`src/rtl/ring_node.sv`:
```
`timescale 1ns/1ps
module ring_node #(
  parameter int NODE_W   = 4,
  parameter int DATA_W   = 16,
  parameter int NODE_ID  = 5,
  parameter int TX_DEPTH = 4,
  parameter int RX_DEPTH = 4,
  localparam int SLOT_W  = 1 + 2*NODE_W + DATA_W,
  localparam int WORD_W  = NODE_W + DATA_W
) (
  input  logic              clk,
  input  logic              rst_n,
  input  logic [SLOT_W-1:0] ring_in,
  output logic [SLOT_W-1:0] ring_out,
  input  logic              wr_req,
  input  logic [WORD_W-1:0] wr_word,
  input  logic              rd_req,
  output logic [WORD_W-1:0] rd_word,
  output logic [1:0]        status
);
  localparam int TXP = (TX_DEPTH > 1) ? $clog2(TX_DEPTH) : 1;
  localparam int RXP = (RX_DEPTH > 1) ? $clog2(RX_DEPTH) : 1;
  localparam int TXC = $clog2(TX_DEPTH + 1);
  localparam int RXC = $clog2(RX_DEPTH + 1);
  localparam logic [TXC-1:0] TX_MAX = TXC'(TX_DEPTH);
  localparam logic [RXC-1:0] RX_MAX = RXC'(RX_DEPTH);
  localparam logic [TXP-1:0] TX_LAST = TXP'(TX_DEPTH - 1);
  localparam logic [RXP-1:0] RX_LAST = RXP'(RX_DEPTH - 1);
  localparam logic [NODE_W-1:0] MY_ID = NODE_W'(NODE_ID);
  localparam logic [SLOT_W-1:0] EMPTY_SLOT = SLOT_W'(8'h7E);

  logic [WORD_W-1:0] tx_mem [TX_DEPTH];
  logic [WORD_W-1:0] rx_mem [RX_DEPTH];
  logic [TXP-1:0] tx_rd, tx_wr;
  logic [RXP-1:0] rx_rd, rx_wr;
  logic [TXC-1:0] tx_cnt;
  logic [RXC-1:0] rx_cnt;
  logic [SLOT_W-1:0] slot_nxt;
  logic [WORD_W-1:0] tx_head;

  wire in_valid = ring_in[SLOT_W-1];
  wire [NODE_W-1:0] in_dst = ring_in[SLOT_W-2 -: NODE_W];
  wire [NODE_W-1:0] in_src = ring_in[SLOT_W-2-NODE_W -: NODE_W];
  wire tx_full = (tx_cnt == TX_MAX);
  wire tx_has  = (tx_cnt != '0);
  wire rx_full = (rx_cnt == RX_MAX);
  wire rx_has  = (rx_cnt != '0);
  wire take    = in_valid && (in_dst == MY_ID) && !rx_full;
  wire send    = !in_valid && tx_has;
  wire push_tx = wr_req && !tx_full;
  wire pop_rx  = rd_req && rx_has;

  assign tx_head = tx_mem[tx_rd];
  assign rd_word = rx_has ? rx_mem[rx_rd] : '0;
  assign status  = {rx_has, tx_full};

  always_comb begin
    if (take)
      slot_nxt = EMPTY_SLOT;
    else if (send)
      slot_nxt = {1'b1, tx_head[WORD_W-1 -: NODE_W], MY_ID, tx_head[DATA_W-1:0]};
    else if (in_valid)
      slot_nxt = ring_in;
    else
      slot_nxt = EMPTY_SLOT;
  end

  always_ff @(posedge clk or negedge rst_n)
    if (!rst_n) ring_out <= EMPTY_SLOT;
    else        ring_out <= slot_nxt;

  always_ff @(posedge clk)
    if (push_tx) tx_mem[tx_wr] <= wr_word;

  always_ff @(posedge clk)
    if (take) rx_mem[rx_wr] <= {in_src, ring_in[DATA_W-1:0]};

  always_ff @(posedge clk or negedge rst_n)
    if (!rst_n) begin
      tx_rd <= '0; tx_wr <= '0; tx_cnt <= '0;
    end else begin
      if (push_tx) tx_wr <= (tx_wr == TX_LAST) ? '0 : tx_wr + 1'b1;
      if (send)    tx_rd <= (tx_rd == TX_LAST) ? '0 : tx_rd + 1'b1;
      tx_cnt <= tx_cnt + TXC'(push_tx) - TXC'(send);
    end

  always_ff @(posedge clk or negedge rst_n)
    if (!rst_n) begin
      rx_rd <= '0; rx_wr <= '0; rx_cnt <= '0;
    end else begin
      if (take)   rx_wr <= (rx_wr == RX_LAST) ? '0 : rx_wr + 1'b1;
      if (pop_rx) rx_rd <= (rx_rd == RX_LAST) ? '0 : rx_rd + 1'b1;
      rx_cnt <= rx_cnt + RXC'(take) - RXC'(pop_rx);
    end
endmodule

```
`config.mk`:
```
export PLATFORM = sky130hd
export DESIGN_NAME = ring_node
export DESIGN_NICKNAME = d
export VERILOG_FILES = /design/src/rtl/ring_node.sv
export SDC_FILE = /design/constraint.sdc
export NUM_CORES = 1
export LEC_CHECK = 0
export BUFFER_PORTS_ARGS = -buffer_cell sky130_fd_sc_hd__buf_2
export CORE_AREA = 2 2 128 130
export CTS_CLUSTER_SIZE = 10
export DETAILED_ROUTE_END_ITERATION = 16
export DIE_AREA = 0 0 130 132
export HOLD_SLACK_MARGIN = 0.05
export PLACE_DENSITY = 0.72
export SLEW_MARGIN = 0
export SYNTH_ARGS = -nofsm -noshare
export SYNTH_HDL_FRONTEND = slang
export SYNTH_SLANG_ARGS = --single-unit
```
`constraint.sdc`:
```
create_clock -name clk -period 4.12 [get_ports clk]
set_clock_uncertainty 0.1 [all_clocks]
set_input_delay 0.206 -clock clk [delete_from_list [all_inputs] [get_ports clk]]
set_output_delay 0.206 -clock clk [all_outputs]
set_load 0.02 [all_outputs]
```
* Word level (Yosys, flattened, before mapping) *
Memory sizes are Yosys's and may differ from the RTL's.
Cells that the tools add are included.
W data, S select, Z words.

word-level totals
  register bits after elaboration = 39
  RAM bits = 160
  input bits = 49
  output and inout port bits = 47
  word-level logic and storage cells = 46
  memories kept = 2

memories
  memory  words  bits a word  rd ports  clocked after memory_dff  wr ports  line  text
  rx_mem  4      20           1         0                         1         33    logic [WORD_W-1:0] rx_mem [RX_DEPTH];
  tx_mem  4      20           1         0                         1         32    logic [WORD_W-1:0] tx_mem [TX_DEPTH];

operators by class
  add/sub/neg operators = 8
  eq/ne operators = 7
  muxes and demuxes = 12
  reduce and logical (&&, ||, !) cells = 10

operators by type and width
  cell                   number
  $mux W25               3
  $mux W20               1
  $add A2 B1 Y2 const B  4
  $eq A2 B2 Y1 const B   4
  $mux W2                4
  $add A3 B1 Y3          2
  $eq A3 B3 Y1 const B   2
  $reduce_bool A3 Y1     2
  $sub A3 B1 Y3          2
  $logic_and A1 B1 Y1    5
  $eq A4 B3 Y1 const B   1
  $mux W1                4
  $logic_not A1 Y1       3

* Depth between registers and ports, before layout *
  depth in word-level cells = 5
  depth in mapped cells = 12
  mapped depth without buffers = 10

* Worst setup path before layout *
OpenSTA, ideal clock, no wires.

  path type = register to register
  start point = register tx_cnt[1]
  end point = register tx_cnt[2]
  library setup time = 0.123 ns
  data arrival time = 2.180 ns
  data required time = 3.897 ns
  path slack = 1.718 ns
  cell stages (with the launch flop) = 13
  path buffers = 2
  clock period less this slack = 2.402 ns
  cells stage by stage = dfrtp_1 -> nor3_1 -> or2_2 -> buf_4 -> inv_6 -> buf_6 -> ha_1 -> inv_1 -> ha_1 -> inv_1 -> fa_1 -> xnor2_1 -> xnor2_1

on the way
  cells in the longest elaborated chain, start to end = 5
  elaborated cells on any way between the ends = 7
  classes of those cells = add/sub (2); eq/ne (1); reduce/logical (4)

RTL lines
  item                    line  text
  start, declared         36    logic [TXC-1:0] tx_cnt;
  start signal, assigned  84    tx_cnt <= tx_cnt + TXC'(push_tx) - TXC'(send);
  $eq A3 B3 Y1            44    wire tx_full = (tx_cnt == TX_MAX);
  $logic_not A1 Y1        50    wire push_tx = wr_req && !tx_full;
  $logic_and A1 B1 Y1     50
  $add A3 B1 Y3           84
  $sub A3 B1 Y3 (*)       84

Every way passes the cells marked *; elsewhere a longest branch is shown, timed or not.
A chain may end at the register's enable or synchronous reset.

* Worst setup path after layout *
  start point = register rx_rd[0]
  end point = output port rd_word[9]

on the way
  cells in the longest elaborated chain, start to end = 2

RTL lines
  item                    line  text
  start, declared         35    logic [RXP-1:0] rx_rd, rx_wr;
  start signal, assigned  92    if (pop_rx) rx_rd <= (rx_rd == RX_LAST) ? '0 : rx_rd + 1'b1;
  $mem_v2 Z4 W20          -
  $mux W20                54    assign rd_word = rx_has ? rx_mem[rx_rd] : '0;
  end, declared           18    output logic [WORD_W-1:0] rd_word,

No other way between the ends.

==> results.md <==
* Avg WL per Cell at 19.2 um
* Yosys Warn Count at 0
* Final Non-Filler Cells at 739
* Total Nets Final at 574
* DRT Pass-1 Iters at 4
* Final Util at 60.1%
* Final instance area at 0.00944 sq mm
* Final Hold Viols at 0
* Syn_area_per_cell at approximately 21 sq um
* Worst EP required at 3.81 ns
* Clock latency on the worst-skew pair at 0.42 ns
* Worst Tran Pin Value at between 1 and 1.5 ns
* Routed met2 length at 7360 um
* PortBufs at 95
* Status: completed
* Startpoint types: flip-flop
* Core ar. at 0.0157 sq mm
* Rel. slew slack at 27.1%
* Dpl cells at 661
* LEAKAGE at about 3.5 nW
* Sink Count at 199
* DP HPWL at roughly 9000 um
* Power Total at 6.29 mW
* Pins Over Slew Limit at 0
* DIE HEIGHT at between 100 and 150 um
* Mapped Area at 0.00771 sq mm
* Area leader, netlist: edfxtp_1
* Sequential area share after synthesis at between 70% and 80%
* Maximum VDD drop at 0.332 mV
* Crit Path Category: flip-flop to primary output
* Critical Path AT at ~2.5 ns
* Final setup viols at 0
* Vias in the first global route at around 4,200
* Post-place setup slack at 1.37 ns
* Initial Util at 49.0%
* PwrDens at between 600 and 700 mW/mm^2
* Total negative slack at 0 ns
* First-pass GRT wire length at 22,800 um
* Drt via density at 5.22
* Worst setup EP type: primary output
* Post-CTS Setup Bufs at 0
* Max-cap viol count at 0
* Die ar. at 0.0172 sq mm
* Via count at roughly 3,900
* Most numerous cell in the Yosys netlist: edfxtp_1
* Register area at ~0.0058 sq mm
* Filler cell count at roughly 1,100
* Ant diodes at 0
* Hold WS at 0.156 ns
* Yosys reg bits at 199
* Crit path max fanout at 13
* Area of the multi-input gates at 0.00176 sq mm
* Max Clk Rate at between 300 and 400 MHz
* FP Rows at 46
* Routed WL at 14,200 um
* # IOs at 96
* Final worst slack at between 1 and 1.5 ns
* Clock Tree Root: clkbuf_16
* Post-synth ARST share at 19.6%
* Leading post-synthesis cells by instance count: edfxtp_1 (160), mux4_2 (38), dfrtp_1 (33)
* Max Used Layer: met4
* Synthesized instance count at between 300 and 400
* Initial DRC Count at between 200 and 250
* Metal3 WL at 582 um
* Ys flop type: edfxtp_1
* Initial antenna violation count at 0
* CTS Buf Count at 17
* Pin count of the biggest net entering global routing at 40
* Post-DP Area at 0.00836 sq mm
* Global Route Usage Sum at 17.8%
* Synth-to-Final Area Change at 22.6%
* Fin crit period at ~2.8 ns
* Post-synth EDFFs at 160
* Routed Antenna Nets at 0
* Top post-synthesis cells by area: edfxtp_1 (62%), mux4_2 (11%), dfrtp_1 (11%), and2_1 (2.4%), ha_1 (2.1%)
* GPL Wtd Cong at 0.750
* Type of the worst min-delay path: input pin to flip-flop
* Period utilization at 67.8%
* Post-Syn Nets at between 400 and 500
* Die width at about 130 um
* TritonCTS clock tree: yes
* Share of cells above drive strength 1 at 35.4%
* DR DRC count at 0
* Clk slew on worst S/H paths at 0.07 ns
* RSZ-0062 raised after global routing: no
* Yosys top cell area share at 62.3%
* GRT overflow at 0
* Clock Path Buffers at 2
* H-tree levels at 4
* Synth unique cells at 33
* M1 WL at 5940 um
-- power breakdown --
group          total [mW]  switching (mW)  internal (mW)
Combinational        1.74           0.891          0.848
Sequential           2.80           0.279           2.53
Clock                1.74           0.718           1.03
-- final cells by class --
class,instances,share of cell area [%]
Sequential cell,199,61.3
Multi-Input combinational cell,137,18.6
Timing Repair Buffer,143,10.1
Clock buffer,18,4.54
Tap cell,216,2.86
Clock inverter,14,2.09
Inverter,12,0.530
-- worst paths after layout --
check | startpoint | end | slack, ns | cells past startpoint
max | rx_rd[0] | rd_word[9] | 1.33 | 4
min | rd_req | rx_rd[1] | 0.16 | 3
max reg2reg | rx_cnt[1] | rx_cnt[2] | 1.42 | 8
min reg2reg | tx_cnt[2] | tx_cnt[2] | 0.41 | 1
max in group asynchronous | rst_n | ring_out[14] | 2.93 | 2
min in group asynchronous | rst_n | ring_out[7] | 0.39 | 2
-- registers in the layout, summed over array words and instances (netlist names) --
signal    cells
rx_cnt        3
tx_rd         2
rx_wr         2
ring_out     25
rx_rd         2
tx_cnt        3
tx_mem       80
rx_mem       80
tx_wr         2
-- routing by layer --
layer  vias to the layer above  global-route usage [%]
met5                         -                       0
met3                        24                    3.90
met4                         0                    7.29
met2                       110                    29.9
li1                       1730                       -
met1                      1996                    22.6
-- cells in the final DEF (no fill, tap or decap), types with 2 or more instances in the layout --
cell type        n
a21o_1           2
a22o_1          14
and2_1          30
buf_2           95
buf_4            2
bufinv_16        4
clkbuf_16       17
clkinv_2         2
clkinvlp_4       2
dfrtp_1         33
dfstp_2          6
dlygate4sd3_1   46
edfxtp_1       160
fa_1             2
ha_1            13
inv_1           11
inv_6            3
inv_8            2
mux2_2           8
mux4_1           2
mux4_2          38
nor2_1           5
o22a_1           5
xnor2_1          5
-- repair_timing --
item,in CTS,in global routing
endpoints found under the setup margin,0,0
hold buffers,46,0
endpoints found under the hold margin,217,0
gates resized for setup,0,0
-- kinds of logic (layout without fill, tap and decap cells) --
group | count (synthesis) | in the layout | synth area share (%)
flip-flops | 199 | 199 | 75.1
multiplexers | 48 | 48 | 13.0
AND/OR/NAND/NOR | 44 | 44 | 3.95
buffers and inverters | 27 | 187 | 2.08
AO/OA/AOI/OAI | 25 | 25 | 2.71
adder cells (fa/ha/maj) | 15 | 15 | 2.63
XOR/XNOR | 5 | 5 | 0.568
-- critical path: stages (launching register included) --
cell,delay [ns]
dfrtp_1,0.80
buf_4,0.38
mux4_2,0.54
and2_1,0.19
buf_2,0.16
No activity file was read; power rests on OpenSTA's default activity.
